--- config.mk ---
export PLATFORM = sky130hd
export DESIGN_NAME = wp_cmd_seq
export DESIGN_NICKNAME = d
export VERILOG_FILES = /design/src/rtl/wp_pkg.sv /design/src/rtl/wp_seq_fsm.sv /design/src/rtl/wp_load_window.sv /design/src/rtl/wp_prot_flag.sv /design/src/rtl/wp_cmd_seq.sv
export SDC_FILE = /design/constraint.sdc
export NUM_CORES = 1
export LEC_CHECK = 0
export ABC_AREA = 1
export BUFFER_PORTS_ARGS = -buffer_cell sky130_fd_sc_hd__clkbuf_2
export CORE_UTILIZATION = 35
export CTS_BUF_LIST = sky130_fd_sc_hd__clkbuf_4 sky130_fd_sc_hd__clkbuf_8
export CTS_CLUSTER_SIZE = 25
export DETAILED_ROUTE_END_ITERATION = 12
export GPL_ROUTABILITY_DRIVEN = 0
export HOLD_SLACK_MARGIN = 0.06
export PLACE_DENSITY = 0.57
export SLEW_MARGIN = 20
export SYNTH_ARGS = -nofsm -noshare
export SYNTH_HDL_FRONTEND = slang
export SYNTH_HIERARCHICAL = 1
export SYNTH_SLANG_ARGS = --single-unit
--- constraint.sdc ---
create_clock -name clk_i -period 1.7 [get_ports clk_i]
set_clock_uncertainty 0.1 [all_clocks]
set_input_delay 0.17 -clock clk_i [delete_from_list [all_inputs] [get_ports clk_i]]
set_output_delay 0.17 -clock clk_i [all_outputs]
set_load 0.01 [all_outputs]
--- src/rtl/wp_pkg.sv ---
package wp_pkg;
  typedef enum logic [2:0] {
    ST_IDLE,
    ST_K1,
    ST_K2,
    ST_D3,
    ST_D4,
    ST_D5,
    ST_OPEN
  } seq_state_e;

  typedef enum logic [1:0] {
    OP_NONE,
    OP_SET,
    OP_CLR
  } prot_op_e;
endpackage

--- src/rtl/wp_seq_fsm.sv ---
module wp_seq_fsm import wp_pkg::*; #(
  parameter int unsigned ADDR_W = 15,
  parameter int unsigned DATA_W = 8,
  parameter logic [ADDR_W-1:0] KEY_A = 15'h5555,
  parameter logic [ADDR_W-1:0] KEY_B = 15'h2AAA,
  parameter logic [DATA_W-1:0] B_UNLK1 = 8'hAA,
  parameter logic [DATA_W-1:0] B_UNLK2 = 8'h55,
  parameter logic [DATA_W-1:0] B_SET = 8'hA0,
  parameter logic [DATA_W-1:0] B_EXT = 8'h80,
  parameter logic [DATA_W-1:0] B_CLR = 8'h20
) (
  input  logic              clk_i,
  input  logic              rst_ni,
  input  logic              stb_i,
  input  logic [ADDR_W-1:0] addr_i,
  input  logic [DATA_W-1:0] data_i,
  input  logic              prot_i,
  input  logic              abort_i,
  output logic              cmd_o,
  output logic              pass_o,
  output logic              set_o,
  output logic              clr_o
);
  seq_state_e state_q, state_d;
  logic at_a, at_b, hit;

  assign at_a = (addr_i == KEY_A);
  assign at_b = (addr_i == KEY_B);

  always_comb begin
    state_d = state_q;
    hit     = 1'b0;
    set_o   = 1'b0;
    clr_o   = 1'b0;
    unique case (state_q)
      ST_IDLE: if (at_a && data_i == B_UNLK1) begin hit = 1'b1; state_d = ST_K1; end
      ST_K1:   if (at_b && data_i == B_UNLK2) begin hit = 1'b1; state_d = ST_K2; end
      ST_K2: begin
        if (at_a && data_i == B_SET) begin
          hit = 1'b1; set_o = stb_i; state_d = ST_OPEN;
        end else if (at_a && data_i == B_EXT) begin
          hit = 1'b1; state_d = ST_D3;
        end
      end
      ST_D3:   if (at_a && data_i == B_UNLK1) begin hit = 1'b1; state_d = ST_D4; end
      ST_D4:   if (at_b && data_i == B_UNLK2) begin hit = 1'b1; state_d = ST_D5; end
      ST_D5: begin
        if (at_a && data_i == B_CLR) begin
          hit = 1'b1; clr_o = stb_i; state_d = ST_OPEN;
        end
      end
      ST_OPEN: state_d = ST_OPEN;
      default: state_d = ST_IDLE;
    endcase
    // a mismatch drops back to idle; that byte is plain data
    if (state_q != ST_OPEN && !hit) state_d = ST_IDLE;
  end

  always_comb begin
    cmd_o  = 1'b0;
    pass_o = 1'b0;
    if (stb_i) begin
      if (state_q == ST_OPEN) pass_o = 1'b1;
      else if (hit)           cmd_o  = 1'b1;
      else                    pass_o = !prot_i;
    end
  end

  always_ff @(posedge clk_i or negedge rst_ni) begin
    if (!rst_ni)      state_q <= ST_IDLE;
    else if (abort_i) state_q <= ST_IDLE;
    else if (stb_i)   state_q <= state_d;
  end

  p_cmd_pass_excl_r2: assert property (@(posedge clk_i) disable iff (!rst_ni)
    !(cmd_o && pass_o));
  p_abort_idle_r9: assert property (@(posedge clk_i) disable iff (!rst_ni)
    abort_i |=> (state_q == ST_IDLE));
  p_open_passes_r5: assert property (@(posedge clk_i) disable iff (!rst_ni)
    (stb_i && state_q == ST_OPEN) |-> (pass_o && !cmd_o));
  p_unprot_data_r1: assert property (@(posedge clk_i) disable iff (!rst_ni)
    (stb_i && !prot_i && !at_a && !at_b) |-> pass_o);
endmodule

--- src/rtl/wp_load_window.sv ---
module wp_load_window #(
  parameter int unsigned GAP_CYCLES = 64
) (
  input  logic clk_i,
  input  logic rst_ni,
  input  logic stb_i,
  input  logic pass_i,
  input  logic cmd_i,
  input  logic seq_i,
  output logic close_o,
  output logic dummy_o
);
  localparam int unsigned CNT_W = $clog2(GAP_CYCLES + 1);

  logic [CNT_W-1:0] cnt_q;
  logic act_q, any_pass_q, any_blk_q, any_seq_q, dummy_q;

  assign close_o = act_q && !stb_i && (cnt_q == CNT_W'(GAP_CYCLES - 1));
  assign dummy_o = dummy_q;

  always_ff @(posedge clk_i or negedge rst_ni) begin
    if (!rst_ni) begin
      cnt_q      <= '0;
      act_q      <= 1'b0;
      any_pass_q <= 1'b0;
      any_blk_q  <= 1'b0;
      any_seq_q  <= 1'b0;
      dummy_q    <= 1'b0;
    end else begin
      dummy_q <= 1'b0;
      if (stb_i) begin
        cnt_q      <= '0;
        act_q      <= 1'b1;
        any_pass_q <= any_pass_q | pass_i;
        any_blk_q  <= any_blk_q | (!pass_i && !cmd_i);
        any_seq_q  <= any_seq_q | seq_i;
      end else if (close_o) begin
        act_q      <= 1'b0;
        cnt_q      <= '0;
        dummy_q    <= !any_pass_q && (any_blk_q || any_seq_q);
        any_pass_q <= 1'b0;
        any_blk_q  <= 1'b0;
        any_seq_q  <= 1'b0;
      end else if (act_q) begin
        cnt_q <= cnt_q + 1'b1;
      end
    end
  end

  p_dummy_single_r4: assert property (@(posedge clk_i) disable iff (!rst_ni)
    dummy_q |=> !dummy_q);
  p_stb_opens_r4: assert property (@(posedge clk_i) disable iff (!rst_ni)
    stb_i |=> (act_q && cnt_q == '0));
  p_no_dummy_on_pass_r4: assert property (@(posedge clk_i) disable iff (!rst_ni)
    (stb_i && pass_i) |=> !dummy_q);
endmodule

--- src/rtl/wp_prot_flag.sv ---
module wp_prot_flag import wp_pkg::*; (
  input  logic clk_i,
  input  logic rst_ni,
  input  logic por_ni,
  input  logic set_i,
  input  logic clr_i,
  input  logic close_i,
  input  logic done_i,
  output logic prot_o
);
  prot_op_e pend_q, armed_q;
  logic prot_q;

  assign prot_o = prot_q;

  always_ff @(posedge clk_i or negedge rst_ni) begin
    if (!rst_ni) begin
      pend_q  <= OP_NONE;
      armed_q <= OP_NONE;
    end else begin
      if (set_i)      pend_q <= OP_SET;
      else if (clr_i) pend_q <= OP_CLR;
      else if (close_i) pend_q <= OP_NONE;
      if (close_i && pend_q != OP_NONE) armed_q <= pend_q;
      else if (done_i)                  armed_q <= OP_NONE;
    end
  end

  // persistent flag: power-on default only
  always_ff @(posedge clk_i or negedge por_ni) begin
    if (!por_ni) prot_q <= 1'b0;
    else if (done_i && armed_q == OP_SET) prot_q <= 1'b1;
    else if (done_i && armed_q == OP_CLR) prot_q <= 1'b0;
  end

  p_flag_hold_r7: assert property (@(posedge clk_i) disable iff (!por_ni)
    !done_i |=> $stable(prot_q));
  p_flag_rst_r10: assert property (@(posedge clk_i) disable iff (!por_ni)
    !rst_ni |=> $stable(prot_q));
endmodule

--- src/rtl/wp_cmd_seq.sv ---
module wp_cmd_seq import wp_pkg::*; #(
  parameter int unsigned ADDR_W = 15,
  parameter int unsigned DATA_W = 8,
  parameter int unsigned GAP_CYCLES = 64
) (
  input  logic              clk_i,
  input  logic              rst_ni,
  input  logic              por_ni,
  input  logic              wr_stb_i,
  input  logic [ADDR_W-1:0] addr_i,
  input  logic [DATA_W-1:0] data_i,
  input  logic              cycle_done_i,
  output logic              cmd_o,
  output logic              pass_o,
  output logic              dummy_o
);
  logic prot, close, seq_set, seq_clr;

  wp_seq_fsm #(.ADDR_W(ADDR_W), .DATA_W(DATA_W)) u_fsm (
    .clk_i   (clk_i),
    .rst_ni  (rst_ni),
    .stb_i   (wr_stb_i),
    .addr_i  (addr_i),
    .data_i  (data_i),
    .prot_i  (prot),
    .abort_i (close),
    .cmd_o   (cmd_o),
    .pass_o  (pass_o),
    .set_o   (seq_set),
    .clr_o   (seq_clr)
  );

  wp_load_window #(.GAP_CYCLES(GAP_CYCLES)) u_win (
    .clk_i   (clk_i),
    .rst_ni  (rst_ni),
    .stb_i   (wr_stb_i),
    .pass_i  (pass_o),
    .cmd_i   (cmd_o),
    .seq_i   (seq_set | seq_clr),
    .close_o (close),
    .dummy_o (dummy_o)
  );

  wp_prot_flag u_flag (
    .clk_i   (clk_i),
    .rst_ni  (rst_ni),
    .por_ni  (por_ni),
    .set_i   (seq_set),
    .clr_i   (seq_clr),
    .close_i (close),
    .done_i  (cycle_done_i),
    .prot_o  (prot)
  );

  p_quiet_no_stb_r1: assert property (@(posedge clk_i) disable iff (!rst_ni)
    !wr_stb_i |-> (!cmd_o && !pass_o));
endmodule

==> results.txt <==
The run finished, with violations left. The final reports fail on setup timing. The clock transition at the registers of the reported paths came out at 0.07 ns. The worst setup path is launched from a flop. Leaving out fill and tap cells, the most frequent cell in the layout is nand2_1.

TritonCTS built the clock tree. The tree built by TritonCTS fans out to 20 sinks. The share of final-layout standard cells stronger than drive strength 1 was 0.268; the pin slew with the least headroom to its limit was 0.472 ns. The run gives 0.485 mV as the worst voltage drop across the vdd grid. For this run, the number of Yosys warnings is 6.

The prevailing post-synth register cell is dfrtp_1. The tools report the global-route usage over all layers as 0.154. For the achievable clock frequency, the log shows 524 MHz. The vertical extent of the die is 64.8 microns, and the cell area after technology mapping is 1380 sq um. The path class of the tightest hold or removal check is input port to flop. The critical path's most frequent cell is nor2_2. On the final layout, the worst hold slack is 0.0857 ns. The run gives 1 as the total number of H-tree levels.

After the last flow step, the layout net total stands at 291. The run gives 0 as the count of max-cap constraint violations. For the area enclosed by the die boundary, the log shows 4200 sq um. Number of design-rule violations left by the first detailed-router iteration: 47.

STA classifies the critical path endpoint as a primary output. The run gives 0.26 ns as the insertion delay to the later sink of the worst-skew pair. Summing all flip-flop and latch instances after layout gives 504 sq um. For the final critical-path setup slack, the log shows -0.209 ns.

Data on the critical path arrives at its endpoint at 1.64 ns. The sequential cell area fraction in the yosys report is 0.363, and the worst slew slack as a fraction of its limit is 0.685. Number of vias per cell after detailed routing: 4.51. Pin placement for this block handled 31 I/O pins. The number of fill cells is 399. The area of the multi-input gates was 731 sq um; the global-route wire length before repair was 5.15 mm.

The total nets after synthesis came out at 244. Total vias in the final route: 1,395. The buffer levels on the longest clock path was 2.

The utilization after layout is 0.478, and the row count is 22. The met1 routed wirelength after detailed routing is 1.47 mm, and the number of port buffers is 30. The required time of the critical path was 1.43 ns. The initial antenna violation count came out at 0. For the total count of max-transition violations in the final report, the log shows 0.

For this design, the slowest cell found on the critical path is dfrtp_2. The share of synthesized registers carrying an async set or reset is 1.00, and the post-route minimum period is 1.91 ns. Setup violations remaining at the end of the flow were counted as 4.

Along the worst path, the maximum fanout reaches 7. For this run, design rule violations remaining after detail routing come to 0. The relative area change from synthesis to final layout was 28.8%. Routed signal wires occupy layers up through met4.

After routing the design area is 1780 sq um. After detailed placement, the total cell area comes to 1620 sq um. The buffer type at the clock tree root is clkbuf_8. The number of enable-type register cells in the synthesized netlist was 0; the initial standard-cell utilization of the core was 0.371. The post-synthesis area per instance is 6.42 sq um.

The synthesized netlist contains 25 unique library cells. Before antenna repair, the detailed router went through 4 iterations. After legalization and detailed placement, the total HPWL measured 2.29 mm.

The tools report the amount of wire on met2 after detailed routing as 1.44 mm. For this block, the routed nets add up to 3.00 mm of wire. In this run the remaining antenna-violating nets after routing total 0.

Counting both buffers and inverters, the worst setup path holds a total of 2. After synthesis the netlist holds a flip-flop and latch count of 20. The repair_antennas step left the layout with diodes totalling 0.

The number of global-route vias before repair is 1,290, and the power per unit of standard cell area is 551 nW/um^2. The top cell types in the final layout, fill and taps aside, are nand2_1 (62), inv_1 (41), nor2_1 (34). Entering global routing, the biggest net connects 20 pins. Setup repair after global routing could not meet its margin everywhere. Share of the clock period used by the worst path after layout: 1.12. In the synthesized netlist, the number of instances is 215. The largest single stage delay on the critical path is 0.47 ns. The critical path in this run is classified as flop to primary output. Broken down by cell family, the worst path's largest delay share belongs to simple AND/OR/NAND/NOR gates.

The total overflow left after global routing is 0. Clock tree synthesis inserted a total of 3 buffers. Summed over all nets, wire length on met3 after detailed routing comes to 72 microns. The analysis attributes to cell leakage a power of 0.980 nW. The logs give 0 for the hold violation total from the final report and 3720 sq um for the total core area.

In this run the horizontal extent of the chip is 64.8 microns. Traced cell by cell, the critical path runs through nand2_2, inv_2, nor2_4, nor2_2, nand3_1, nand2_1, nor2_2, and3_4, buf_8. The routed length per instance works out to 9.72 microns.
==> flip-flops by register name, summed over array words and instances (netlist names) <==
signal and count:
u_flag/armed_q 2, u_flag/pend_q 2, u_flag/prot_o 1, u_fsm/state_q 3, u_win/act_q 1, u_win/any_blk_q 1
u_win/any_pass_q 1, u_win/any_seq_q 1, u_win/cnt_q 7, u_win/dummy_o 1
==> worst min-delay path: stages <==
cell and delay [ns]:
clkbuf_2 0.09, nand2_1 0.05, nand2_1 0.05, nand2_1 0.04
==> logic make-up (layout without fill, tap and decap cells) <==
group / Yosys count / count (layout) / synth area share
buf+inv: 45 / 91 / 0.128
flops: 20 / 20 / 0.363
simple gates: 137 / 137 / 0.440
compound gates: 11 / 11 / 0.0544
fa+ha+maj: 1 / 1 / 0.00906
xor+xnor: 1 / 1 / 0.00635
==> final timing paths <==
| path | from | endpoint | slack (ns) | cells after the start |
|---|---|---|---|---|
| worst min-delay path | cycle_done_i | u_flag/prot_o$_DFFE_PN0P_ | 0.09 | 4 |
| min in group asynchronous | por_ni | u_flag/prot_o$_DFFE_PN0P_ | 0.12 | 2 |
| worst min register to register | u_win/any_pass_q$_DFFE_PN0P_ | u_win/dummy_o$_DFF_PN0_ | 0.38 | 1 |
| worst max register to register | u_fsm/state_q[0]$_DFFE_PN0P_ | u_win/any_blk_q$_DFFE_PN0P_ | -0.09 | 12 |
| max in group asynchronous | rst_ni | u_fsm/state_q[0]$_DFFE_PN0P_ | 0.85 | 2 |
| worst max-delay path | u_fsm/state_q[0]$_DFFE_PN0P_ | pass_o | -0.21 | 9 |
==> synth_stat cells, types with 2 or more instances <==
master   number  share of area
a21oi_1       2         0.0073
dfrtp_1      20           0.36
inv_1        42           0.11
inv_2         2         0.0054
nand2_1      63           0.17
nand2_2       2         0.0091
nand3_1      14          0.051
nand4_1       9          0.041
nor2_1       35          0.095
nor2_2        6          0.027
nor3_1        2         0.0073
nor3_2        2          0.015
o21ai_0       4          0.015
==> metrics by stage <==
step | total power [mW] | setup TNS [ns] | worst slack, ns | instances
final | 0.979 | -0.530 | -0.209 | 309
after global routing | 1.03 | -1.09 | -0.292 | 309
after CTS | 0.986 | -0.288 | -0.160 | 305
after detailed placement | 0.618 | -0.0235 | -0.0235 | 298
after global placement | 0.618 | 0 | 0.00137 | 298
after floorplan | 0.551 | 0 | 0.0780 | 215
==> final cells by class <==
class                           count  share of cell area
Multi-Input combinational cell    150               0.411
Sequential cell                    20               0.284
Timing Repair Buffer               43               0.148
Inverter                           44              0.0929
Tap cell                           48              0.0338
Clock buffer                        4              0.0310
==> layer usage <==
metal	GRT usage	vias up
met5	0	-
met2	0.270	14
met1	0.196	628
met4	0.0250	0
li1	-	751
met3	0.0317	2
==> what timing repair did <==
action,4_1_cts,5_1_grt
buffers inserted,1,4
hold buffers,2,0
endpoints found under the hold margin,20,0
pin swaps,1,8
resized for setup,4,10
setup endpoints to repair,3,4
==> power breakdown <==
part	switching [mW]	internal (mW)	leakage [nW]
combinational	0.0722	0.0600	0.695
sequential	0.00367	0.481	0.256
clock	0.156	0.206	0.0288
total	0.231	0.747	0.980
(Power assumes the default switching activity.)
